--- config.mk ---
export PLATFORM = sky130hd
export DESIGN_NAME = phy_mgmt_responder
export DESIGN_NICKNAME = d
export VERILOG_FILES = /design/src/rtl/phymgmt_pkg.sv /design/src/rtl/phymgmt_cmd_decode.sv /design/src/rtl/phymgmt_regfile.sv /design/src/rtl/phy_mgmt_responder.sv
export SDC_FILE = /design/constraint.sdc
export NUM_CORES = 1
export LEC_CHECK = 0
export ABC_CLOCK_PERIOD_IN_PS = 1400
export BUFFER_PORTS_ARGS = -buffer_cell sky130_fd_sc_hd__clkbuf_2
export CORE_MARGIN = 2
export CORE_UTILIZATION = 35
export DETAILED_ROUTE_END_ITERATION = 10
export PLACE_DENSITY_LB_ADDON = 0.3
export SYNTH_ARGS = -nofsm -noshare
export SYNTH_HDL_FRONTEND = slang
export SYNTH_SLANG_ARGS = --single-unit
--- constraint.sdc ---
create_clock -name clk -period 1.4 [get_ports clk]
set_clock_uncertainty 0.1 [all_clocks]
set_input_delay 0.07 -clock clk [delete_from_list [all_inputs] [get_ports clk]]
set_output_delay 0.07 -clock clk [all_outputs]
set_load 0.01 [all_outputs]
--- src/rtl/phymgmt_pkg.sv ---
package phymgmt_pkg;

    localparam int DW = 16;
    localparam int AW = 4;
    localparam int IW = 4;

    localparam logic [IW-1:0] IDX_CTL  = 4'd0;
    localparam logic [IW-1:0] IDX_STAT = 4'd1;
    localparam logic [IW-1:0] IDX_IDH  = 4'd2;
    localparam logic [IW-1:0] IDX_IDL  = 4'd3;
    localparam logic [IW-1:0] IDX_ADV  = 4'd4;
    localparam logic [IW-1:0] IDX_LPA  = 4'd5;

    localparam logic [DW-1:0] CTL_DEFAULT = 16'h3100;
    localparam logic [DW-1:0] CTL_KEEP    = 16'h7DFF;
    localparam int            CTL_SRST    = 15;
    localparam logic [DW-1:0] STAT_FIXED  = 16'hFE28;
    localparam int            STAT_LINK   = 2;
    localparam logic [DW-1:0] ID_HI_VAL   = 16'h0044;
    localparam logic [DW-1:0] ID_LO_VAL   = 16'h1400;
    localparam logic [DW-1:0] LPA_VAL     = 16'h0DE0;

    typedef struct packed {
        logic          hit;
        logic          wr;
        logic [IW-1:0] idx;
    } mgmt_cmd_t;

    function automatic logic idx_known(input logic [IW-1:0] idx);
        return idx <= IDX_LPA;
    endfunction

    function automatic logic [DW-1:0] read_value(input logic [IW-1:0] idx,
                                                 input logic [DW-1:0] cr,
                                                 input logic [DW-1:0] adv,
                                                 input logic link);
        logic [DW-1:0] v;
        case (idx)
            IDX_CTL:  v = cr;
            IDX_STAT: begin
                v = STAT_FIXED;
                v[STAT_LINK] = link;
            end
            IDX_IDH:  v = ID_HI_VAL;
            IDX_IDL:  v = ID_LO_VAL;
            IDX_ADV:  v = adv;
            IDX_LPA:  v = LPA_VAL;
            default:  v = '0;
        endcase
        return v;
    endfunction

endpackage

--- src/rtl/phymgmt_cmd_decode.sv ---
module phymgmt_cmd_decode
    import phymgmt_pkg::*;
#(
    parameter logic [AW-1:0] PHY_ADDR = 4'h1
) (
    input  logic [DW-1:0] word_i,
    output mgmt_cmd_t     cmd_o
);
    always_comb begin
        cmd_o.hit = (word_i[15:12] == PHY_ADDR);
        cmd_o.wr  = word_i[1];
        cmd_o.idx = word_i[7:4];
    end
endmodule

--- src/rtl/phymgmt_regfile.sv ---
module phymgmt_regfile
    import phymgmt_pkg::*;
(
    input  logic          clk,
    input  logic          rst,
    input  logic          wr_ctl_i,
    input  logic          self_rst_i,
    input  logic          wr_adv_i,
    input  logic [DW-1:0] wval_i,
    input  logic          link_i,
    output logic [DW-1:0] cr_o,
    output logic [DW-1:0] adv_o,
    output logic          link_o
);
    always_ff @(posedge clk) begin
        if (rst) begin
            cr_o   <= CTL_DEFAULT;
            adv_o  <= '0;
            link_o <= 1'b0;
        end else begin
            link_o <= link_i;
            if (self_rst_i)
                cr_o <= CTL_DEFAULT;
            else if (wr_ctl_i)
                cr_o <= wval_i & CTL_KEEP;
            if (wr_adv_i)
                adv_o <= wval_i;
        end
    end

    // link bit follows the input one edge later
    p_link_follow_r6: assert property (@(posedge clk) disable iff (rst)
        1'b1 |=> link_o == $past(link_i));

    // plain control write masks bits 15 and 9
    p_ctl_mask_r7: assert property (@(posedge clk) disable iff (rst)
        (wr_ctl_i && !self_rst_i) |=> cr_o == ($past(wval_i) & CTL_KEEP));

    // self-reset restores defaults and leaves advertisement alone
    p_self_rst_r8: assert property (@(posedge clk) disable iff (rst)
        (self_rst_i && !wr_adv_i) |=> (cr_o == CTL_DEFAULT) && $stable(adv_o));
endmodule

--- src/rtl/phy_mgmt_responder.sv ---
module phy_mgmt_responder
    import phymgmt_pkg::*;
#(
    parameter logic [AW-1:0] PHY_ADDR = 4'h1
) (
    input  logic          clk,
    input  logic          rst,
    input  logic          host_we,
    input  logic          host_sel_cmd,
    input  logic [15:0]   host_wdata,
    input  logic          link_i,
    output logic [15:0]   cmd_o,
    output logic [15:0]   data_o
);
    mgmt_cmd_t     dec;
    logic          cmd_go, do_wr, do_rd;
    logic [DW-1:0] cr, adv;
    logic          link;
    logic [DW-1:0] data_q, cmd_q;

    phymgmt_cmd_decode #(.PHY_ADDR(PHY_ADDR)) dec_i (
        .word_i (host_wdata),
        .cmd_o  (dec)
    );

    assign cmd_go = host_we && host_sel_cmd;
    assign do_wr  = cmd_go && dec.hit && dec.wr;
    assign do_rd  = cmd_go && dec.hit && !dec.wr;

    phymgmt_regfile rf_i (
        .clk        (clk),
        .rst        (rst),
        .wr_ctl_i   (do_wr && dec.idx == IDX_CTL && !data_q[CTL_SRST]),
        .self_rst_i (do_wr && dec.idx == IDX_CTL && data_q[CTL_SRST]),
        .wr_adv_i   (do_wr && dec.idx == IDX_ADV),
        .wval_i     (data_q),
        .link_i     (link_i),
        .cr_o       (cr),
        .adv_o      (adv),
        .link_o     (link)
    );

    always_ff @(posedge clk) begin
        if (rst) begin
            data_q <= '0;
            cmd_q  <= '0;
        end else begin
            if (cmd_go)
                cmd_q <= {host_wdata[DW-1:1], 1'b0};
            if (host_we && !host_sel_cmd)
                data_q <= host_wdata;
            else if (do_rd && idx_known(dec.idx))
                data_q <= read_value(dec.idx, cr, adv, link);
        end
    end

    assign cmd_o  = cmd_q;
    assign data_o = data_q;

    // stored command equals written word with busy cleared
    p_busy_clear_r1: assert property (@(posedge clk) disable iff (rst)
        cmd_go |=> cmd_o == ($past(host_wdata) & 16'hFFFE));

    // foreign address leaves the data word alone
    p_addr_miss_r2: assert property (@(posedge clk) disable iff (rst)
        (cmd_go && host_wdata[15:12] != PHY_ADDR) |=> $stable(data_o));

    // read of an unknown index leaves the data word alone
    p_unknown_read_r11: assert property (@(posedge clk) disable iff (rst)
        (cmd_go && !host_wdata[1] && host_wdata[7:4] > IDX_LPA) |=> $stable(data_o));
endmodule

==> run_results.csv, run 1 <==
group,metric,value,unit
clock_tree,clockRootBuffer,"clkbuf_8",
global_route,met2_usage,31.5,%
setup_path,start_kind,"flip-flop",
route,drtAntennaViolNets,0,
setup_path,cpMaxStageDelayCell,"dfxtp_1",
global_route,grt_use_total,19.4,%
min_path,worstHoldPathType,"in2reg",
flow_run,cap_violations,0,
placement,place_area,0.00316,sq mm
final_layout,final_nets,418,
timing,setup_viol,0,
global_route,grt_max_degree,23,
timing,worst_pin_slew,0.729,ns
setup_path,arrival,1.34,ns
timing,slew_violations,0,
final_layout,fill_cells,735,
global_route,grt_pass1_vias,2487,
synth,syn_area,0.00263,sq mm
setup_path,worstPathMaxFanout,2,
min_path,hp-start,"host_wdata[13]",
clock_tree,post_cts_buffers,0,
final_layout,seq_area,0.00124,sq mm
timing,rsz0062_at_grt,"no",
setup_path,cp_num_buf_inv,0,
setup_path,critPathKind,"reg2reg",
final_layout,final_core_util,48.2,%
global_route,antenna_found_initial,0,
synth,syn_nets,331,
floorplanning,core,0.00725,sq mm
clock_tree,ctsHtreeMaxLevel,3,
global_route,busiest_layer,"met2",
final_layout,diodes,0,
timing,worst_slack,0.183,ns
floorplanning,io_pins,53,
outcome,status,"completed",
floorplanning,die_height,90.7,um
timing,final.min_clock_period,1.22,ns
placement,dp.cells,470,
power,p_leak,1.42,nW
clock_tree,cts.path.max_buffers,2,
floorplanning,dieArea,0.00823,sq mm
final_layout,drive_gt1_share,28.9,%
setup_path,required,1.52,ns
route,drc,0,
timing,fmaxAchievable,821,MHz
clock_tree,clkLatencyLatePin,0.34,ns
global_route,overflow,0,
clock_tree,cts-buffers-inserted,9,
synth,ys_ff_latch,62,
timing,finalHoldWorstSlack,0.0471,ns
clock_tree,cts_tree,"done",
setup_path,max_stage_delay,0.31,ns
final_layout,fin_area,0.00350,sq mm
timing,fin_setup_tns,0,ns
power,vdd_ir_drop_max,0.486,mV
clock_tree,cts_num_sinks,62,
route,wl_per_cell,15.4,um
setup_path,critPathCaptureType,"flip-flop",
synth,synth_seq_area_share,47.1,%
global_route,use_met3,4.42,%
setup_path,critPathLaunch,"rf_i.cr_o[10]$_SDFFE_PP0P_",
placement,place_ws,-0.256,ns
floorplanning,start_util,36.3,%
setup_path,path_cells,"nor2b_1 > a211oi_1 > a211oi_1 > a221o_1",
placement,hpwl,5440,um
setup_path,worst_path_most_repeated_cell,"a211oi_1",
route,drt_iter0_markers,160,
setup_path,cp_top_family,"compound AO/OA/AOI/OAI gates",
synth,avgSynthCellArea,8.50,sq um
final_layout,syn2layout_area_growth,32.7,%
timing,max-slew-margin-rel,51.3,%
clock_tree,path_clk_slew,0.07,ns
global_route,grt_util_met1,26.0,%
floorplanning,die_x,90.7,um
setup_path,rr_startpoint,"rf_i.cr_o[10]$_SDFFE_PP0P_",
synth,ys.warnings.count,0,
placement,gp_congestion,0.811,
route,vias_per_cell,5.11,
power,power.total,3.70,mW
timing,hold_violations,0,
global_route,grt_pass1_wl,12700,um
route,wl,7730,um
timing,finalCritPeriodShare,86.9,%
final_layout,stdcell_count,501,
final_layout,multi_input_area,0.00123,sq mm
route,drt_pass1_iterations,4,
synth,synth_cell_types,35,
route,num_vias,2560,
power,power_density,1060,mW/mm^2
floorplanning,rows,31,
placement,io_buffers,51,
synth,syn_inst,310,
==> placed cells by master (no fill, tap or decap), drive strengths merged, types with 6 or more instances in the layout <==
| master | n |
|---|---|
| nor2b | 6 |
| dlygate4sd3 | 15 |
| a221o | 16 |
| nor3 | 10 |
| a21oi | 55 |
| clkbuf | 63 |
| nor2 | 8 |
| dfxtp | 62 |
| nand2 | 80 |
| nand3b | 11 |
| buf | 37 |
==> per-layer routing <==
layer | part of all wire, % | vias to the layer above
met2 | 47 | 69
met1 | 47 | 1227
met3 | 5.4 | 4
met4 | 0.61 | 0
li1 | - | 1260
met5 | 0 | -
==> worst reg2reg max path: stages, from the launching register on <==
cell	delay, ns
dfxtp_1	0.31
nor2b_1	0.13
a211oi_1	0.23
a211oi_1	0.08
a221o_1	0.26
==> cell usage after synthesis <==
cell | count | area share (%)
or3_1 | 1 | 0.24
nand3b_2 | 3 | 1.3
and2_1 | 1 | 0.24
buf_2 | 8 | 1.5
a221o_2 | 1 | 0.43
nand2b_1 | 3 | 0.71
and4_1 | 2 | 0.67
inv_1 | 1 | 0.14
nor4_4 | 1 | 0.81
nor2_1 | 8 | 1.1
a21oi_1 | 51 | 9.7
a221o_1 | 15 | 5.7
o21bai_1 | 3 | 0.86
a21oi_2 | 4 | 1.3
o211ai_1 | 1 | 0.29
nand3b_4 | 1 | 0.76
a211oi_1 | 4 | 1.1
nand2_1 | 80 | 11
nand3b_1 | 7 | 2.0
clkbuf_1 | 13 | 1.9
nor2b_1 | 6 | 1.4
mux2i_1 | 3 | 1.1
nor3_1 | 10 | 1.9
buf_12 | 1 | 0.76
nand3_1 | 3 | 0.57
nand4_1 | 3 | 0.71
buf_6 | 3 | 1.3
nor3b_1 | 1 | 0.29
conb_1 | 1 | 0.14
dfxtp_1 | 62 | 47
a31oi_2 | 1 | 0.47
a31oi_1 | 2 | 0.47
and4b_1 | 1 | 0.38
buf_4 | 2 | 0.57
o21ai_0 | 3 | 0.57
==> logic make-up (layout without fill, tap and decap cells) <==
| logic type | count (synthesis) | in the layout | synth area share (%) |
|---|---|---|---|
| AO/OA/AOI/OAI | 85 | 85 | 20.9 |
| buffers and inverters | 28 | 120 | 6.13 |
| flip-flops | 62 | 62 | 47.1 |
| multiplexers | 3 | 3 | 1.14 |
| other | 1 | 1 | 0.142 |
| AND/OR/NAND/NOR | 131 | 131 | 24.5 |
==> cell type report <==
type | count | share of cell area, %
Sequential cell | 62 | 35.5
Multi-Input combinational cell | 220 | 35.3
Timing Repair Buffer | 103 | 20.3
Clock buffer | 12 | 4.72
Tap cell | 99 | 3.54
Clock inverter | 4 | 0.573
Inverter | 1 | 0.107
==> repair_timing <==
item,in CTS,in global routing
hold buffers,15,0
resized for setup,0,1
endpoints found under the hold margin,23,0
endpoints found under the setup margin,0,16
==> registers in the layout, indices dropped and copies added (netlist names) <==
| register | flops |
|---|---|
| data_o | 16 |
| rf_i.link_o | 1 |
| rf_i.cr_o | 14 |
| cmd_o | 15 |
| rf_i.adv_o | 16 |
==> report_power, final <==
group	internal (mW)	total (mW)	leakage, nW	switching, mW
logic	0.182	0.398	0.811	0.216
registers	1.81	1.85	0.503	0.0378
clock network	0.775	1.45	0.102	0.680
total	2.76	3.70	1.42	0.934
==> final timing paths <==
check                               end  slack [ns]  cells after the start
max             data_o[10]$_SDFFE_PP0P_        0.18                      4
min             data_o[13]$_SDFFE_PP0P_        0.05                      3
max reg2reg     data_o[10]$_SDFFE_PP0P_        0.18                      4
min reg2reg  rf_i.adv_o[9]$_SDFFE_PP0P_        0.35                      2
No activity file was read; power rests on OpenSTA's default activity.
==> inputs of run 2 (changes only) <==
--- a/config.mk
+++ b/config.mk
@@ -5,10 +5,12 @@
 export SDC_FILE = /design/constraint.sdc
 export NUM_CORES = 1
 export LEC_CHECK = 0
+export ABC_AREA = 1
 export ABC_CLOCK_PERIOD_IN_PS = 1400
 export BUFFER_PORTS_ARGS = -buffer_cell sky130_fd_sc_hd__clkbuf_2
 export CORE_MARGIN = 2
 export CORE_UTILIZATION = 35
+export CTS_CLUSTER_DIAMETER = 80
 export DETAILED_ROUTE_END_ITERATION = 10
 export PLACE_DENSITY_LB_ADDON = 0.3
 export SYNTH_ARGS = -nofsm -noshare
==> run 2 against run 1 <==
  * Highest routed layer unchanged
  * Die area up 5.7%
  * Sequential power about the same
  * Clock power up 23%
  * Via count up 15%
  * Global-route usage up 1.3 points
==> run_results.csv, run 2 <==
group,metric,value,unit
global_route,grt_pass1_vias,2770,
synth,ys_ff_latch,62,
synth,ys.warnings.count,0,
final_layout,diodes,0,
placement,place_area,0.00332,sq mm
final_layout,fill_cells,795,
global_route,use_met3,4.11,%
timing,worst_pin_slew,0.980,ns
global_route,met2_usage,31.4,%
global_route,antenna_found_initial,0,
setup_path,critPathCaptureType,"flip-flop",
final_layout,final_common_cell,"nand2_1",
synth,synth_edf_count,0,
floorplanning,dieArea,0.00870,sq mm
route,num_vias,2934,
clock_tree,clkLatencyLatePin,0.35,ns
setup_path,start_kind,"input port",
power,vdd_ir_drop_max,0.820,mV
clock_tree,cts-buffers-inserted,9,
power,p_leak,1.59,nW
power,power_density,1120,mW/mm^2
synth,synth_cell_types,21,
synth,synth_xor_area_share,0,%
clock_tree,path_clk_slew,0.06,ns
global_route,busiest_layer,"met2",
route,drt_iter0_markers,289,
synth,syn_area,0.00279,sq mm
timing,rsz0062_at_grt,"no",
final_layout,drive_gt1_share,23.4,%
min_path,worstHoldPathType,"in2reg",
timing,final.min_clock_period,1.27,ns
global_route,overflow,0,
synth,synth_fa_ha_area_share,0,%
setup_path,max_stage_delay,0.73,ns
floorplanning,io_pins,53,
synth,yosys-top-cells-count,"80 x nand2_1, 65 x nand3_1, 62 x dfxtp_1",
route,drt_pass1_iterations,4,
timing,finalCritPeriodShare,90.7,%
placement,io_buffers,51,
synth,synth_compound_gate_area_share,14.4,%
timing,max-slew-margin-rel,34.4,%
synth,synth_ff_type,"dfxtp_1",
floorplanning,die_height,93.3,um
placement,hpwl,5920,um
synth,synth_simple_gate_area_share,33.5,%
route,drtAntennaViolNets,0,
route,wl_per_cell,14.8,um
timing,fin_setup_tns,0,ns
clock_tree,ctsHtreeMaxLevel,3,
final_layout,syn2layout_area_growth,30.6,%
timing,finalHoldWorstSlack,0.0136,ns
clock_tree,cts_num_sinks,62,
global_route,grt_max_degree,34,
outcome,status,"completed",
flow_run,cap_violations,0,
synth,yosys.area.top_type_share,44.5,%
floorplanning,core,0.00773,sq mm
route,drc,0,
global_route,grt_pass1_wl,14000,um
global_route,grt_use_total,20.6,%
timing,hold_violations,0,
clock_tree,cts_tree,"done",
setup_path,r2r_slack,0.24,ns
timing,fmaxAchievable,787,MHz
clock_tree,cts.path.max_buffers,2,
synth,async_flop_share,0,%
placement,gp_congestion,0.850,
floorplanning,rows,32,
global_route,grt_util_met1,29.0,%
final_layout,final_core_util,47.2,%
clock_tree,clockRootBuffer,"clkbuf_8",
synth,yosysMostFrequentCell,"nand2_1",
synth,avgSynthCellArea,7.14,sq um
synth,synth_top_family_by_area,"simple AND/OR/NAND/NOR gates",
route,vias_per_cell,5.08,
synth,yosys.area.top_type,"dfxtp_1",
synth,syn_nets,412,
synth,synth_seq_area_share,44.5,%
clock_tree,post_cts_buffers,0,
floorplanning,start_util,36.1,%
timing,slew_violations,0,
final_layout,layout_common_cells,"80 x nand2_1, 65 x nand3_1, 62 x dfxtp_1",
floorplanning,die_x,93.3,um
setup_path,cp_top_family,"simple AND/OR/NAND/NOR gates",
setup_path,cpMaxStageDelayCell,"nor2_1",
route,wl,8510,um
final_layout,fin_area,0.00364,sq mm
synth,ys_top_cells_by_area,"dfxtp_1 44%, nand3_1 12%, nand2_1 11%",
setup_path,critPathKind,"in2reg",
setup_path,path_cells,"clkbuf_2 > nand2_2 > inv_2 > nand3_4 > nor2_2 > nor2_1 > nand2_1 > a21oi_1",
setup_path,cp_num_buf_inv,2,
setup_path,arrival,1.45,ns
synth,synthMuxAreaShare,0,%
setup_path,worstPathMaxFanout,13,
timing,setup_viol,0,
synth,syn_inst,391,
setup_path,required,1.58,ns
final_layout,final_nets,492,
==> run 2: repair_timing <==
item                                   CTS  global route
endpoints found under the hold margin   12             0
hold buffers                            10             0
gates resized for setup                  0             0
==> run 2: layout make-up <==
class                      count  area (sq um)  area share (%)
inverter                      19          71.3            1.96
multi-input combinational    282          1340            36.9
timing repair buffer          97           638            17.5
sequential                    62          1240            34.1
tap                          102           128            3.50
clock buffer                  11           151            4.16
clock inverter                 4          70.1            1.92
==> run 2: worst paths after layout <==
path / depth (start not counted) / from / end
max: 8 / host_sel_cmd / data_o[9]$_SDFFE_PP0P_
min: 4 / host_wdata[15] / cmd_o[15]$_SDFFE_PP0N_
max reg2reg: 5 / data_o[15]$_SDFFE_PP0P_ / rf_i.cr_o[14]$_SDFFE_PP0P_
min reg2reg: 2 / rf_i.adv_o[3]$_SDFFE_PP0P_ / rf_i.adv_o[3]$_SDFFE_PP0P_
==> run 2: tightest hold or removal path, stage by stage <==
cell and delay, ns:
clkbuf_2 0.09, buf_4 0.10, o21ai_0 0.08, nor2_1 0.08
==> run 2: per-layer routing <==
layer,up-vias,part of all wire (%)
met3,10,6.4
met4,0,1.2
li1,1475,-
met2,95,46
met5,-,0
met1,1354,46
==> run 2: through the flow <==
stage,setup WS [ns],total power [mW],std cells
3_3_place_gp,-0.197,2.31,552
6_report,0.130,4.08,577
5_1_grt,0.00791,4.24,577
3_5_place_dp,-0.243,2.31,552
2_1_floorplan,0.172,2.11,391
4_1_cts,0.165,4.11,577
==> run 2: cells by family (layout without fill, tap and decap cells) <==
family	count (synthesis)	count (layout)
compound gates	77	77
flops	62	62
other cells	1	1
simple gates	204	204
buf+inv	47	131
==> run 2: power by group <==
group	total, mW	switching (mW)	internal, mW
combinational	0.444	0.266	0.178
clock	1.78	0.700	1.08
sequential	1.86	0.0419	1.81
